`config.mk`:
```
export PLATFORM = sky130hd
export DESIGN_NAME = uart_irq_ctrl
export DESIGN_NICKNAME = d
export VERILOG_FILES = /design/src/rtl/uirq_pkg.sv /design/src/rtl/uirq_rst_sync.sv /design/src/rtl/uirq_status.sv /design/src/rtl/uirq_mask.sv /design/src/rtl/uirq_combine.sv /design/src/rtl/uart_irq_ctrl.sv
export SDC_FILE = /design/constraint.sdc
export NUM_CORES = 1
export LEC_CHECK = 0
export ABC_AREA = 1
export ABC_CLOCK_PERIOD_IN_PS = 3000
export CAP_MARGIN = 10
export CORE_MARGIN = 2
export CORE_UTILIZATION = 40
export DETAILED_ROUTE_END_ITERATION = 10
export PLACE_DENSITY = 0.91
export SYNTH_ARGS = -nofsm -noshare
export SYNTH_HDL_FRONTEND = slang
export SYNTH_SLANG_ARGS = --single-unit
```
`constraint.sdc`:
```
create_clock -name clk -period 3 [get_ports clk]
set_input_delay 0.9 -clock clk [delete_from_list [all_inputs] [get_ports clk]]
set_output_delay 0.9 -clock clk [all_outputs]
set_load 0.02 [all_outputs]
```
`src/rtl/uirq_pkg.sv`:
```
package uirq_pkg;
  localparam int unsigned EVT_W = 14;

  typedef enum int unsigned {
    EV_TX_HOLD_EMPTY = 0,
    EV_RX_HOLD_FULL  = 1,
    EV_TXF_LOW       = 2,
    EV_TXF_EMPTY     = 3,
    EV_RXF_HIGH      = 4,
    EV_RXF_FULL      = 5,
    EV_TX_UNDERRUN   = 6,
    EV_RX_OVERRUN    = 7,
    EV_PARITY        = 8,
    EV_FRAMING       = 9,
    EV_CTS_CHANGE    = 10,
    EV_RX_IDLE       = 11,
    EV_BREAK_END     = 12,
    EV_BUS_ERR       = 13
  } evt_idx_e;

  // Group membership masks: receive side and transmit side
  localparam logic [EVT_W-1:0] RX_GROUP = 14'h0BB0;
  localparam logic [EVT_W-1:0] TX_GROUP = 14'h004C;
endpackage

```
`src/rtl/uirq_rst_sync.sv`:
```
module uirq_rst_sync #(
  parameter int unsigned STAGES = 2
) (
  input  logic clk,
  input  logic arst_n,
  output logic rst_n_o
);
  logic [STAGES-1:0] sync_q;
  logic [STAGES-1:0] sync_d;

  always_comb begin
    sync_d = {sync_q[STAGES-2:0], 1'b1};
  end

  always_ff @(posedge clk or negedge arst_n) begin
    if (!arst_n) sync_q <= '0;
    else         sync_q <= sync_d;
  end

  assign rst_n_o = sync_q[STAGES-1];
endmodule

```
`src/rtl/uirq_status.sv`:
```
module uirq_status #(
  parameter int unsigned W = uirq_pkg::EVT_W
) (
  input  logic         clk,
  input  logic         rst_n,
  input  logic [W-1:0] evt_i,
  input  logic         clr_we_i,
  input  logic [W-1:0] clr_mask_i,
  output logic [W-1:0] stat_o
);
  logic [W-1:0] stat_q;
  logic [W-1:0] stat_d;
  logic [W-1:0] bit_en;

  for (genvar i = 0; i < W; i++) begin : g_bit
    always_comb begin
      bit_en[i] = evt_i[i] | (clr_we_i & clr_mask_i[i]);
      // an arriving event outranks a clear of the same bit
      stat_d[i] = evt_i[i];
    end

    always_ff @(posedge clk or negedge rst_n) begin
      if (!rst_n)         stat_q[i] <= 1'b0;
      else if (bit_en[i]) stat_q[i] <= stat_d[i];
    end
  end

  assign stat_o = stat_q;

  a_r2_event_sets: assert property (@(posedge clk) disable iff (!rst_n)
    (evt_i != '0) |=> ((stat_q & $past(evt_i)) == $past(evt_i)));

  a_r3_sticky_hold: assert property (@(posedge clk) disable iff (!rst_n)
    !clr_we_i |=> ((stat_q & $past(stat_q)) == $past(stat_q)));

  a_r4_clear_ones: assert property (@(posedge clk) disable iff (!rst_n)
    clr_we_i |=> ((stat_q & $past(clr_mask_i) & ~$past(evt_i)) == '0));

  a_r4_zero_keeps: assert property (@(posedge clk) disable iff (!rst_n)
    clr_we_i |=> ((stat_q & $past(stat_q) & ~$past(clr_mask_i))
                  == ($past(stat_q) & ~$past(clr_mask_i))));
endmodule

```
`src/rtl/uirq_mask.sv`:
```
module uirq_mask #(
  parameter int unsigned W = uirq_pkg::EVT_W
) (
  input  logic         clk,
  input  logic         rst_n,
  input  logic         we_i,
  input  logic [W-1:0] wdata_i,
  output logic [W-1:0] mask_o
);
  logic [W-1:0] mask_q;
  logic [W-1:0] mask_d;

  always_comb begin
    mask_d = wdata_i;
  end

  always_ff @(posedge clk or negedge rst_n) begin
    if (!rst_n)    mask_q <= '0;
    else if (we_i) mask_q <= mask_d;
  end

  assign mask_o = mask_q;

  a_r6_load: assert property (@(posedge clk) disable iff (!rst_n)
    we_i |=> (mask_q == $past(wdata_i)));

  a_r6_hold: assert property (@(posedge clk) disable iff (!rst_n)
    !we_i |=> $stable(mask_q));
endmodule

```
`src/rtl/uirq_combine.sv`:
```
module uirq_combine #(
  parameter int unsigned   W      = uirq_pkg::EVT_W,
  parameter logic [W-1:0]  RX_SEL = uirq_pkg::RX_GROUP,
  parameter logic [W-1:0]  TX_SEL = uirq_pkg::TX_GROUP
) (
  input  logic [W-1:0] stat_i,
  input  logic [W-1:0] mask_i,
  output logic         irq_o,
  output logic         rx_o,
  output logic         tx_o
);
  logic [W-1:0] live;

  always_comb begin
    live  = stat_i & mask_i;
    irq_o = |live;
    rx_o  = |(live & RX_SEL);
    tx_o  = |(live & TX_SEL);
  end
endmodule

```
`src/rtl/uart_irq_ctrl.sv`:
```
module uart_irq_ctrl #(
  parameter int unsigned W = uirq_pkg::EVT_W
) (
  input  logic         clk,
  input  logic         arst_n,
  input  logic [W-1:0] evt_i,
  input  logic         stat_wr_i,
  input  logic         en_wr_i,
  input  logic [W-1:0] wdata_i,
  output logic [W-1:0] stat_o,
  output logic [W-1:0] en_o,
  output logic         irq_o,
  output logic         rx_irq_o,
  output logic         tx_irq_o
);
  logic rst_n;

  uirq_rst_sync #(.STAGES(2)) u_rst (
    .clk     (clk),
    .arst_n  (arst_n),
    .rst_n_o (rst_n)
  );

  uirq_status #(.W(W)) u_stat (
    .clk        (clk),
    .rst_n      (rst_n),
    .evt_i      (evt_i),
    .clr_we_i   (stat_wr_i),
    .clr_mask_i (wdata_i),
    .stat_o     (stat_o)
  );

  uirq_mask #(.W(W)) u_mask (
    .clk     (clk),
    .rst_n   (rst_n),
    .we_i    (en_wr_i),
    .wdata_i (wdata_i),
    .mask_o  (en_o)
  );

  uirq_combine #(.W(W)) u_comb (
    .stat_i (stat_o),
    .mask_i (en_o),
    .irq_o  (irq_o),
    .rx_o   (rx_irq_o),
    .tx_o   (tx_irq_o)
  );

  a_r7_masked_quiet: assert property (@(posedge clk) disable iff (!rst_n)
    (en_o == '0) |-> !irq_o);

  a_r8_rx_implies_irq: assert property (@(posedge clk) disable iff (!rst_n)
    rx_irq_o |-> irq_o);

  a_r9_tx_implies_irq: assert property (@(posedge clk) disable iff (!rst_n)
    tx_irq_o |-> irq_o);
endmodule

```
==> results of run 1 <==
## state kept, by name, summed over array words and instances, names as in the netlist
signal and cells:
u_stat.stat_o 14, u_mask.mask_o 14, u_rst.sync_q 2
## critical path, cell delays in order (launching register included)
cell and delay, ns:
dfrtp_1 0.36, inv_1 0.06, o21ai_0 0.21, nor2_1 0.07, nand2_1 0.08, clkdlybuf4s50_1 0.60
## routing by layer
metal  vias to the layer above  share of wire  global-route usage
met2                        42           0.50               0.321
met3                         6          0.076              0.0554
li1                        499              -                   -
met5                         -              0                   0
met1                       522           0.40               0.212
met4                         0          0.020               0.102
## logic make-up after synthesis
| logic type | count (synthesis) |
|---|---|
| AND/OR/NAND/NOR | 42 |
| flip-flops | 30 |
| AO/OA/AOI/OAI | 16 |
| multiplexers | 13 |
| buffers and inverters | 12 |
| other | 1 |
## cell usage in the layout, fill, tap and decap left out
cell type / instances
a21oi_1: 1
nand4_1: 1
clkbuf_1: 2
mux2_2: 5
or2_2: 1
conb_1: 1
clkdlybuf4s50_1: 62
a21o_1: 13
buf_4: 2
dfrtp_1: 30
inv_1: 9
mux2_4: 8
clkbuf_4: 5
nand2_1: 38
o21ai_0: 2
nor2_1: 2
## cell type report
class	count	share of cell area
sequential	30	0.380
timing repair buffer	64	0.322
multi-input combinational	72	0.231
clock buffer	7	0.0228
tap	44	0.0279
inverter	9	0.0171
## power by group
group,internal [mW],switching (mW),leakage [nW]
Combinational,0.134,0.105,0.563
Sequential,0.437,0.0310,0.328
Clock,0.0880,0.128,0.0254
## final timing paths
kind,to,cells after the start
max,irq_o,5
max reg2reg,u_stat.stat_o[10]$_DFFE_PN0P_,0
min reg2reg,u_rst.sync_q[1]$_DFF_PN0_,0
min,u_rst.sync_q[1]$_DFF_PN0_,0
min in group asynchronous,u_stat.stat_o[3]$_DFFE_PN0P_,0
max in group asynchronous,u_stat.stat_o[10]$_DFFE_PN0P_,0
==> impl_metrics.json, run 1 <==
{
  "cts_tree": "done",
  "maxCapViolCount": 0,
  "gp_congestion": 0.828,
  "crit_path_end_kind": "output pin",
  "antenna_left": 0,
  "critPathLaunchType": "flip-flop",
  "tightest_slew_ns": 1.08,
  "timing.final.crit_share": 0.870,
  "post-cts-setup-buffers": 0,
  "wl_um": 3130,
  "synth.area.mux_share": 0.138,
  "path_class": "reg -> out",
  "postPlaceCellArea_mm2": 0.00193,
  "status": "complete, no violations",
  "synthesis.nets": 146,
  "clkTransAtPathRegs_ns": 0.08,
  "synth_edf_count": 0,
  "synth_seq_cells": 30,
  "setup_ws_ns": 0.389,
  "drt_iter0_drc": 56,
  "grt_overflow": 0,
  "hold_buffers": 0,
  "synth_seq_area_share": 0.588,
  "clk_latency_ns": 0.34,
  "syn_area_mm2": 0.00128,
  "fin_setup_tns_ns": 0,
  "core_mm2": 0.00305,
  "syn_to_final_growth_pct": 54.8,
  "regToRegStartpoint": "u_rst.sync_q[1]$_DFF_PN0_",
  "grt_max_degree": 29,
  "antenna_found_initial": 0,
  "reg2reg_slack_ns": 1.91,
  "ys_warn_count": 0,
  "arrival_ns": 1.71,
  "die_width_um": 60.5,
  "cp_max_fo": 2,
  "min_path_type": "reg -> reg",
  "start_util": 0.418,
  "dp_hpwl_um": 2440,
  "fin_cells": 226,
  "synthArstFlopShare": 1.00,
  "rows": 20,
  "grtUsageTotal": 0.188,
  "syn-instance-count": 114,
  "fillers": 255,
  "dp.cells": 219,
  "nets": 214,
  "rsz0062_at_grt": "no",
  "boundaryPins": 63,
  "min_period_ns": 2.61,
  "antenna_cells": 0,
  "hold_viol": 0,
  "synthTopCellsByCount": "38 x nand2_1, 30 x dfrtp_1, 13 x a21o_1, 9 x inv_1, 8 x mux2_4",
  "crit_start": "u_mask.mask_o[2]$_DFFE_PN0P_",
  "seq_area_um2": 751,
  "synth_top_family_by_area": "multiplexers",
  "cts_buffers": 5,
  "synth_compound_area_frac": 0.0882,
  "cts_resized": 0,
  "ys_types": 15,
  "final-max-slew-violation-count": 0,
  "p_leak_nw": 0.916,
  "finalSetupViolCount": 0,
  "wl_per_cell_um": 13.8,
  "worstHoldStart": "u_rst.sync_q[0]$_DFF_PN0_",
  "dieArea_mm2": 0.00366,
  "synth_area_leader_cell": "dfrtp_1",
  "skew_ns": 0.00945,
  "netlist.area_leader.share": 0.588,
  "maxSlewHeadroom": 0.283,
  "numPortBuffers": 62,
  "h-tree-depth": 2,
  "vias": 1069,
  "synth_flop_cell": "dfrtp_1",
  "total_power_uw": 923,
  "synth_fa_ha_area_frac": 0,
  "final_core_util": 0.647,
  "ir_worst_vdd_mv": 0.251,
  "grt_pass1_wl_um": 4840,
  "multi_input_area_um2": 455,
  "ctsRootBufferMaster": "clkbuf_4",
  "synth-simple-area-share": 0.127,
  "synth_xor_area_frac": 0,
  "final_layout_size_suffix_gt1_frac": 0.115,
  "post_drt_via_cell_ratio": 4.73,
  "cp.required_ns": 2.10,
  "stdcell_area_mm2": 0.00198,
  "cts_sinks": 30,
  "hold_ws_ns": 0.363,
  "p_per_area_mw_per_mm2": 467,
  "cts.path.max_buffers": 2,
  "max_freq_ghz": 0.383,
  "syn_area_per_cell_um2": 11.2,
  "die_h_um": 60.5,
  "yosysMostFrequentCell": "nand2_1",
  "pre_cts_ws_ns": 0.750,
  "drc": 0,
  "grt_pass1_vias": 1106,
  "drtPass1Iterations": 4,
  "yosys-top-cells-area": "dfrtp_1 59%, nand2_1 11%, mux2_4 9.4%"
}
Note: power is estimated with default switching activity, not from simulation.
==> run 2: changes to the inputs <==
GPL_TIMING_DRIVEN = 0   (was unset)
==> impl_metrics.json, run 2 (synthesized netlist as in run 1, its figures left out) <==
{
  "boundaryPins": 63,
  "drt_iter0_drc": 46,
  "syn_to_final_growth_pct": 60.5,
  "cts_sinks": 30,
  "crit_family": "buffers and inverters",
  "post-cts-setup-buffers": 0,
  "arrival_ns": 1.70,
  "final_core_util": 0.671,
  "stdcell_area_mm2": 0.00205,
  "cts_buffers": 5,
  "cts_tree": "done",
  "antenna_left": 0,
  "final_cell_mix": "61 x clkdlybuf4s50_1, 38 x nand2_1, 30 x dfrtp_1, 13 x a21o_1, 9 x inv_1",
  "p_per_area_mw_per_mm2": 489,
  "finalSetupViolCount": 0,
  "dp_hpwl_um": 2460,
  "tightest_slew_ns": 0.672,
  "setup_ws_ns": 0.404,
  "start_util": 0.418,
  "cp.depth": 5,
  "p_leak_nw": 0.954,
  "gp_congestion": 0.787,
  "h-tree-depth": 2,
  "die_h_um": 60.5,
  "reg2reg_slack_ns": 2.13,
  "max_freq_ghz": 0.385,
  "ir_worst_vdd_mv": 0.333,
  "core_mm2": 0.00305,
  "fin_setup_tns_ns": 0,
  "clkTransAtPathRegs_ns": 0.09,
  "timing.final.crit_share": 0.865,
  "nets": 215,
  "die_width_um": 60.5,
  "wl_per_cell_um": 13.9,
  "max_stage_delay_ns": 0.61,
  "reg2reg_depth": 3,
  "status": "complete, no violations",
  "crit_path_end_kind": "output pin",
  "drc": 0,
  "grt_pass1_vias": 1134,
  "cp-endpoint": "irq_o",
  "cp_max_fo": 2,
  "grt_max_degree": 29,
  "numPortBuffers": 61,
  "rsz0062_at_grt": "no",
  "grt_overflow": 0,
  "clk_latency_ns": 0.31,
  "min_path_type": "reg -> async",
  "vias": 1080,
  "rows": 20,
  "final-max-slew-violation-count": 0,
  "grt_pass1_wl_um": 5070,
  "cp.required_ns": 2.10,
  "final_layout_size_suffix_gt1_frac": 0.141,
  "maxCapViolCount": 0,
  "dieArea_mm2": 0.00366,
  "maxSlewHeadroom": 0.552,
  "cts_resized": 0,
  "pre_cts_ws_ns": 0.756,
  "drtPass1Iterations": 5,
  "path_cells": "inv_1 -> o21ai_0 -> nor2_1 -> nand2_1 -> clkdlybuf4s50_1",
  "antenna_cells": 0,
  "cts.path.max_buffers": 2,
  "critPathLaunchType": "flip-flop",
  "antenna_found_initial": 0,
  "ctsRootBufferMaster": "clkbuf_4",
  "critPathSlowestCell": "clkdlybuf4s50_1",
  "skew_ns": 0.00685,
  "wl_um": 3180,
  "path_class": "reg -> out",
  "grtUsageTotal": 0.193,
  "hold_viol": 0,
  "worst_r2r_endpoint": "u_stat.stat_o[2]$_DFFE_PN0P_",
  "total_power_mw": 1.00,
  "postPlaceCellArea_mm2": 0.00194,
  "min_period_ns": 2.60,
  "hold_buffers": 0,
  "post_drt_via_cell_ratio": 4.74,
  "crit_buf_inv": 2,
  "crit_start": "u_mask.mask_o[2]$_DFFE_PN0P_",
  "regToRegStartpoint": "u_stat.stat_o[2]$_DFFE_PN0P_",
  "final_common_cell": "clkdlybuf4s50_1"
}
-- run 2: power breakdown --
group / internal [mW] / switching (mW)
sequential: 0.437 / 0.0290
combinational: 0.139 / 0.108
clock: 0.160 / 0.129
-- run 2: how the worst min path moves through the flow --
stage	start	to	slack, ns	cells past startpoint
after global routing	u_rst.sync_q[1]$_DFF_PN0_	u_stat.stat_o[10]$_DFFE_PN0P_	0.34	0
after CTS	u_rst.sync_q[0]$_DFF_PN0_	u_rst.sync_q[1]$_DFF_PN0_	0.36	0
after floorplan	u_rst.sync_q[0]$_DFF_PN0_	u_rst.sync_q[1]$_DFF_PN0_	0.33	0
final	u_rst.sync_q[1]$_DFF_PN0_	u_mask.mask_o[9]$_DFFE_PN0P_	0.27	0
after global placement	u_rst.sync_q[0]$_DFF_PN0_	u_rst.sync_q[1]$_DFF_PN0_	0.34	0
after detailed placement	u_rst.sync_q[0]$_DFF_PN0_	u_rst.sync_q[1]$_DFF_PN0_	0.34	0
-- run 2: cell type report --
class	instances	area, µm²
plain buffers	3	36.3
clock buffers	8	78.8
fillers	250	1000
inverters	9	33.8
multi-input cells	72	455
flip-flops and latches	30	751
well taps	44	55.1
repair buffers	62	638
-- run 2: per-layer routing --
| layer | share of wire | up-vias | global-route usage |
|---|---|---|---|
| li1 | - | 501 | - |
| met1 | 0.40 | 511 | 0.213 |
| met2 | 0.51 | 57 | 0.340 |
| met3 | 0.079 | 11 | 0.0661 |
| met4 | 0.015 | 0 | 0.0807 |
| met5 | 0 | - | 0 |
-- run 2: metrics by stage --
step / hold slack, ns / cells
2_1_floorplan: 0.331 / 114
3_3_place_gp: 0.338 / 219
3_5_place_dp: 0.336 / 219
4_1_cts: 0.357 / 227
5_1_grt: 0.335 / 228
6_report: 0.274 / 228
==> run 3: changes to the inputs <==
CTS_CLUSTER_DIAMETER = 50   (was unset)
==> results of run 3 <==
Same layout as run 2: the final DEF is identical, and so are final timing and power.
